**config.mk**
```make
export PLATFORM = sky130hd
export DESIGN_NAME = dma3d_seq
export DESIGN_NICKNAME = d
export VERILOG_FILES = /design/src/rtl/dma3d_seq.sv
export SDC_FILE = /design/constraint.sdc
export NUM_CORES = 2
export LEC_CHECK = 0
export BUFFER_PORTS_ARGS = -buffer_cell sky130_fd_sc_hd__buf_2
export CORE_MARGIN = 2
export CORE_UTILIZATION = 45
export DETAILED_ROUTE_END_ITERATION = 10
export PLACE_DENSITY_LB_ADDON = 0.12
export SLEW_MARGIN = 20
export SYNTH_ARGS = -nofsm -noshare
export SYNTH_HDL_FRONTEND = slang
export SYNTH_SLANG_ARGS = --single-unit
```
**constraint.sdc**
```tcl
create_clock -name clk -period 5.86 [get_ports clk]
set_input_delay 1.172 -clock clk [delete_from_list [all_inputs] [get_ports clk]]
set_output_delay 1.172 -clock clk [all_outputs]
set_load 0.01 [all_outputs]
```
**src/rtl/dma3d_seq.sv**
```systemverilog
module dma3d_seq #(
  parameter int LINK_SETS = 4,
  parameter int TCC_W = 6,
  localparam int SET_W = (LINK_SETS > 1) ? $clog2(LINK_SETS) : 1
) (
  input  logic             clk,
  input  logic             rst_n,
  input  logic             cfg_we,
  input  logic             cfg_tbl,
  input  logic [SET_W-1:0] cfg_set,
  input  logic [2:0]       cfg_word,
  input  logic [31:0]      cfg_wdata,
  input  logic             trig,
  input  logic             err_clr,
  output logic             req_valid,
  input  logic             req_ready,
  output logic [31:0]      req_src,
  output logic [31:0]      req_dst,
  output logic             done_valid,
  output logic [TCC_W-1:0] done_code,
  output logic             miss_err
);
  localparam int SYNC_BIT = 2;
  localparam int TCC_LSB = 8;
  localparam int FIN_BIT = 20;
  localparam int ITM_BIT = 21;
  localparam int WORDS = 8;
  localparam logic [15:0] NULL_LINK = 16'hFFFF;

  logic [31:0] tbl [LINK_SETS][WORDS];
  logic [31:0] act [WORDS];
  logic [31:0] a_src, a_dst, f_src, f_dst;
  logic [15:0] off, bleft, ccnt;

  function automatic logic [31:0] sx(input logic [15:0] v);
    return {{16{v[15]}}, v};
  endfunction

  logic [15:0] acnt, bcfg, brld, link;
  logic [SET_W-1:0] lsel;
  logic sync;
  assign acnt = act[2][15:0];
  assign bcfg = act[2][31:16];
  assign brld = act[3][31:16];
  assign link = act[6][15:0];
  assign lsel = link[SET_W-1:0];
  assign sync = act[7][SYNC_BIT];

  logic hs, arr_end, frm_end, set_end, sub_end, start;
  assign hs      = req_valid && req_ready;
  assign arr_end = hs && (off == acnt - 16'd1);
  assign frm_end = arr_end && (bleft == 16'd1);
  assign set_end = frm_end && (ccnt == 16'd1);
  assign sub_end = arr_end && (!sync || bleft == 16'd1);
  assign start   = trig && !req_valid && (ccnt != 16'd0);

  logic [31:0] nsrc, ndst;
  assign nsrc = (sync ? f_src : a_src) + sx(act[5][15:0]);
  assign ndst = (sync ? f_dst : a_dst) + sx(act[5][31:16]);

  assign req_src = a_src + {16'd0, off};
  assign req_dst = a_dst + {16'd0, off};

  always_ff @(posedge clk) begin
    if (cfg_we && cfg_tbl) tbl[cfg_set][cfg_word] <= cfg_wdata;
  end

  always_ff @(posedge clk or negedge rst_n) begin
    if (!rst_n) begin
      for (int i = 0; i < WORDS; i++) act[i] <= '0;
      a_src <= '0; a_dst <= '0; f_src <= '0; f_dst <= '0;
      bleft <= '0; ccnt <= '0;
    end else if (cfg_we && !cfg_tbl) begin
      act[cfg_word] <= cfg_wdata;
      case (cfg_word)
        3'd0: begin a_src <= cfg_wdata; f_src <= cfg_wdata; end
        3'd1: begin a_dst <= cfg_wdata; f_dst <= cfg_wdata; end
        3'd2: bleft <= cfg_wdata[31:16];
        3'd3: ccnt <= cfg_wdata[15:0];
        default: ;
      endcase
    end else if (arr_end) begin
      if (set_end) begin
        if (link != NULL_LINK) begin
          act   <= tbl[lsel];
          a_src <= tbl[lsel][0]; f_src <= tbl[lsel][0];
          a_dst <= tbl[lsel][1]; f_dst <= tbl[lsel][1];
          bleft <= tbl[lsel][2][31:16];
          ccnt  <= tbl[lsel][3][15:0];
        end else begin
          ccnt <= '0; bleft <= '0;
          act[2] <= '0; act[3][15:0] <= '0;
        end
      end else if (frm_end) begin
        ccnt  <= ccnt - 16'd1;
        bleft <= sync ? bcfg : brld;
        a_src <= nsrc; f_src <= nsrc;
        a_dst <= ndst; f_dst <= ndst;
      end else begin
        bleft <= bleft - 16'd1;
        a_src <= a_src + sx(act[4][15:0]);
        a_dst <= a_dst + sx(act[4][31:16]);
      end
    end
  end

  always_ff @(posedge clk or negedge rst_n) begin
    if (!rst_n) begin
      req_valid  <= 1'b0;
      off        <= '0;
      done_valid <= 1'b0;
      done_code  <= '0;
      miss_err   <= 1'b0;
    end else begin
      if (start) req_valid <= 1'b1;
      else if (sub_end) req_valid <= 1'b0;
      if (start || arr_end) off <= '0;
      else if (hs) off <= off + 16'd1;
      done_valid <= sub_end && (set_end ? act[7][FIN_BIT] : act[7][ITM_BIT]);
      if (sub_end) done_code <= act[7][TCC_LSB +: TCC_W];
      if (trig && (req_valid || ccnt == 16'd0)) miss_err <= 1'b1;
      else if (err_clr) miss_err <= 1'b0;
    end
  end
endmodule

```
==> metrics.csv <==
metric,value,unit
gr-usage-met2,43.2,%
track_usage,28.9,%
cap_violations,0,
synth_cells,4490,
slew_viol_final,0,
routed_wl,190000,um
grt.busiest_layer,met2,
via_per_inst,6.26,
initial_core_util,45.4,%
relSlewSlack,22.6,%
cts.sinks,1190,
wl_per_cell,29.7,um
cts-buffers-inserted,131,
cts_htree_levels,4,
status,"complete, no violations",
clock_latency,780,ps
period_minus_slack,5360,ps
clockRootBuffer,clkbuf_16,
finalHoldViolations,0,
ant_nets,0,
die_w,363,um
cp-end-kind,output pin,
core_area,0.128,sq mm
arrival,4190,ps
skew,30.7,ps
rr_worst_depth,13,
ys_ff_latch,1190,
total_leakage_power,23.9,nW
hold_class,input pin to asynchronous set/reset pin,
met1_usage,42.9,%
ff2ff_setup_slack,1250,ps
p_per_area,455,mW/mm^2
rsz0062_at_grt,false,
setup_tns,0,ps
synthArstFlopShare,27.1,%
required,4690,ps
total_power,29.6,mW
hpwl,130000,um
syn_avg_cell_area,12.9,sq um
crit_top_cell,nor2b_1,
num_io_pins,117,
slowest_stage,dfrtp_1,
cts_post_setup_buffers_inserted,0,
startpoint_type,register,
clkSlewWorstSetupHoldPaths,60,ps
num_vias,40100,
cts_tree,built,
clock_path_buffers,3,
fin_nets,4845,
drc,0,
grt_use_met3,5.96,%
rows,131,
max_slew.worst_pin.slew,1160,ps
critPathMaxFanout,8,
drtIter0Drc,4735,
die-area,0.132,sq mm
yosys_warnings,0,
die_h,363,um
synth_edf_count,868,
antenna_found_initial,14,
cp_cell_sequence,ha_1 > inv_1 > fa_1 > nor2b_1 > o21ai_0 > a21boi_1 > o41a_1 > o221ai_1 > a21oi_1 > nand4_1 > a31oi_4 > nor2b_1 > xnor2_1 > buf_2,
drtPass1Iterations,5,
final-setup-viol-count,0,
grt_overflow_total,0,
io_buffer_count,116,
ir_drop,0.228,mV
grt_pass1_vias,38600,
synthesis.nets,4702,
r2r-start,act[2]$_DFFE_PN0P_,
r2r-end,f_src[29]$_DFFE_PN0P_,
synth_ff_type,edfxtp_1,
finalCritPeriodShare,91.5,%
syn_area,0.0579,sq mm
areaGrowthSynthToFinish,12.3,%
fmax,186,MHz
synth.distinct_cells,97,
grt_pass1_wl,274000,um
globalplace.congestion,0.949,
cp_slowest_stage_delay,470,ps
drive_gt1_share,16.5,%
ys_seq_area_share,58.9,%
grt_start_max_net_pins,112,
path_class,register to output pin,
## worst max path at each step
stage / depth (start not counted) / endpoint / slack (ps) / from
final: 14 / req_dst[30] / 500 / off[0]$_DFFE_PN0P_
after CTS: 14 / req_dst[30] / 20 / off[0]$_DFFE_PN0P_
after floorplan: 4 / tbl[0][192]$_DFFE_PP_ / 1520 / cfg_word[1]
after global routing: 14 / req_dst[30] / 90 / off[0]$_DFFE_PN0P_
after global placement: 14 / req_dst[24] / 920 / off[0]$_DFFE_PN0P_
after detailed placement: 14 / req_dst[30] / 880 / off[0]$_DFFE_PN0P_
## registers in the layout, indices dropped and copies added (netlist names)
name,count
a_src,32
a_dst,32
done_code,6
ccnt,16
acnt,16
miss_err,1
f_dst,32
bleft,16
tbl,868
done_valid,1
off,16
req_valid,1
f_src,32
act,121
## what timing repair did
item / 4_1_cts / 5_1_grt
hold buffers: 0 / 0
setup endpoints to repair: 0 / 15
gates resized for setup: 0 / 4
## cells in the mapped netlist, types with 60 or more instances
cell type	number	area (sq um)
a21o_1	65	488
a21oi_1	256	1280
a22o_1	110	963
a31oi_1	96	601
buf_2	60	300
clkbuf_1	114	428
dfrtp_1	322	8060
edfxtp_1	868	26100
ha_1	162	2030
inv_1	66	248
mux2_2	64	721
mux4_2	217	4890
nand2_1	471	1770
nand3_1	87	435
nor2_1	356	1340
nor3_1	62	310
o21ai_0	228	1140
xnor2_1	126	1100
xor2_1	83	727
## per-layer routing
| metal | part of all wire, % | wire (um) | vias up |
|---|---|---|---|
| li1 | - | - | 17500 |
| met2 | 44 | 84300 | 1868 |
| met5 | 0.0068 | 13 | - |
| met4 | 2.4 | 4490 | 2 |
| met3 | 9.3 | 17700 | 239 |
| met1 | 44 | 83700 | 20400 |
## critical path: cells and delay by family (launching register included)
family | cells | cell delay, ps
flip-flops | 1 | 470
AO/OA/AOI/OAI | 6 | 1440
adder cells (fa/ha/maj) | 2 | 620
AND/OR/NAND/NOR | 3 | 550
buffers and inverters | 2 | 200
XOR/XNOR | 1 | 120
## cells by family (layout without fill, tap and decap cells)
family	count (synthesis)	in the layout	share of synthesized area, %
AO/OA/AOI/OAI	1095	1095	12.4
XOR/XNOR	209	209	3.16
adder cells (fa/ha/maj)	168	168	3.71
buffers and inverters	296	546	2.13
flip-flops	1190	1190	58.9
multiplexers	301	301	10.0
other	0	1	0
AND/OR/NAND/NOR	1231	1231	9.71
## through the flow
stage | area (sq um) | std cells | worst slack (ps) | hold slack, ps | util (%)
floorplan | 57900 | 4490 | 1520 | 443 | -
global placement | 60900 | 6162 | 919 | 453 | 47.7
detailed placement | 60900 | 6162 | 877 | 461 | 47.7
CTS | 65000 | 6402 | 22.4 | 350 | 50.9
global route | 65000 | 6402 | 95.0 | 376 | 50.9
finish | 65000 | 6403 | 498 | 349 | 50.9
## power by group
part           switching (mW)  internal, mW  leakage (nW)
clock                    3.41          4.58          1.99
sequential               1.17          9.74          11.8
combinational            6.07          4.62          10.1
## final cells by class
type | count | area, sq um
Clock buffer | 176 | 3580
Fill cell | 10900 | 62600
Sequential cell | 1190 | 34100
Inverter | 66 | 248
Multi-Input combinational cell | 3004 | 22900
Clock inverter | 64 | 531
Timing Repair Buffer | 240 | 1610
Tap cell | 1662 | 2080
Antenna cell | 1 | 2.50
## layout by cell type (no fill, tap or decap), types with 115 or more instances in the layout
| master | n |
|---|---|
| o21ai_0 | 228 |
| buf_2 | 115 |
| a21oi_1 | 254 |
| ha_1 | 162 |
| dfrtp_1 | 319 |
| edfxtp_1 | 868 |
| clkbuf_16 | 136 |
| nor2_1 | 333 |
| buf_4 | 117 |
| nand2_1 | 468 |
| mux4_2 | 217 |
| xnor2_1 | 126 |
No activity file was read; power rests on OpenSTA's default activity.
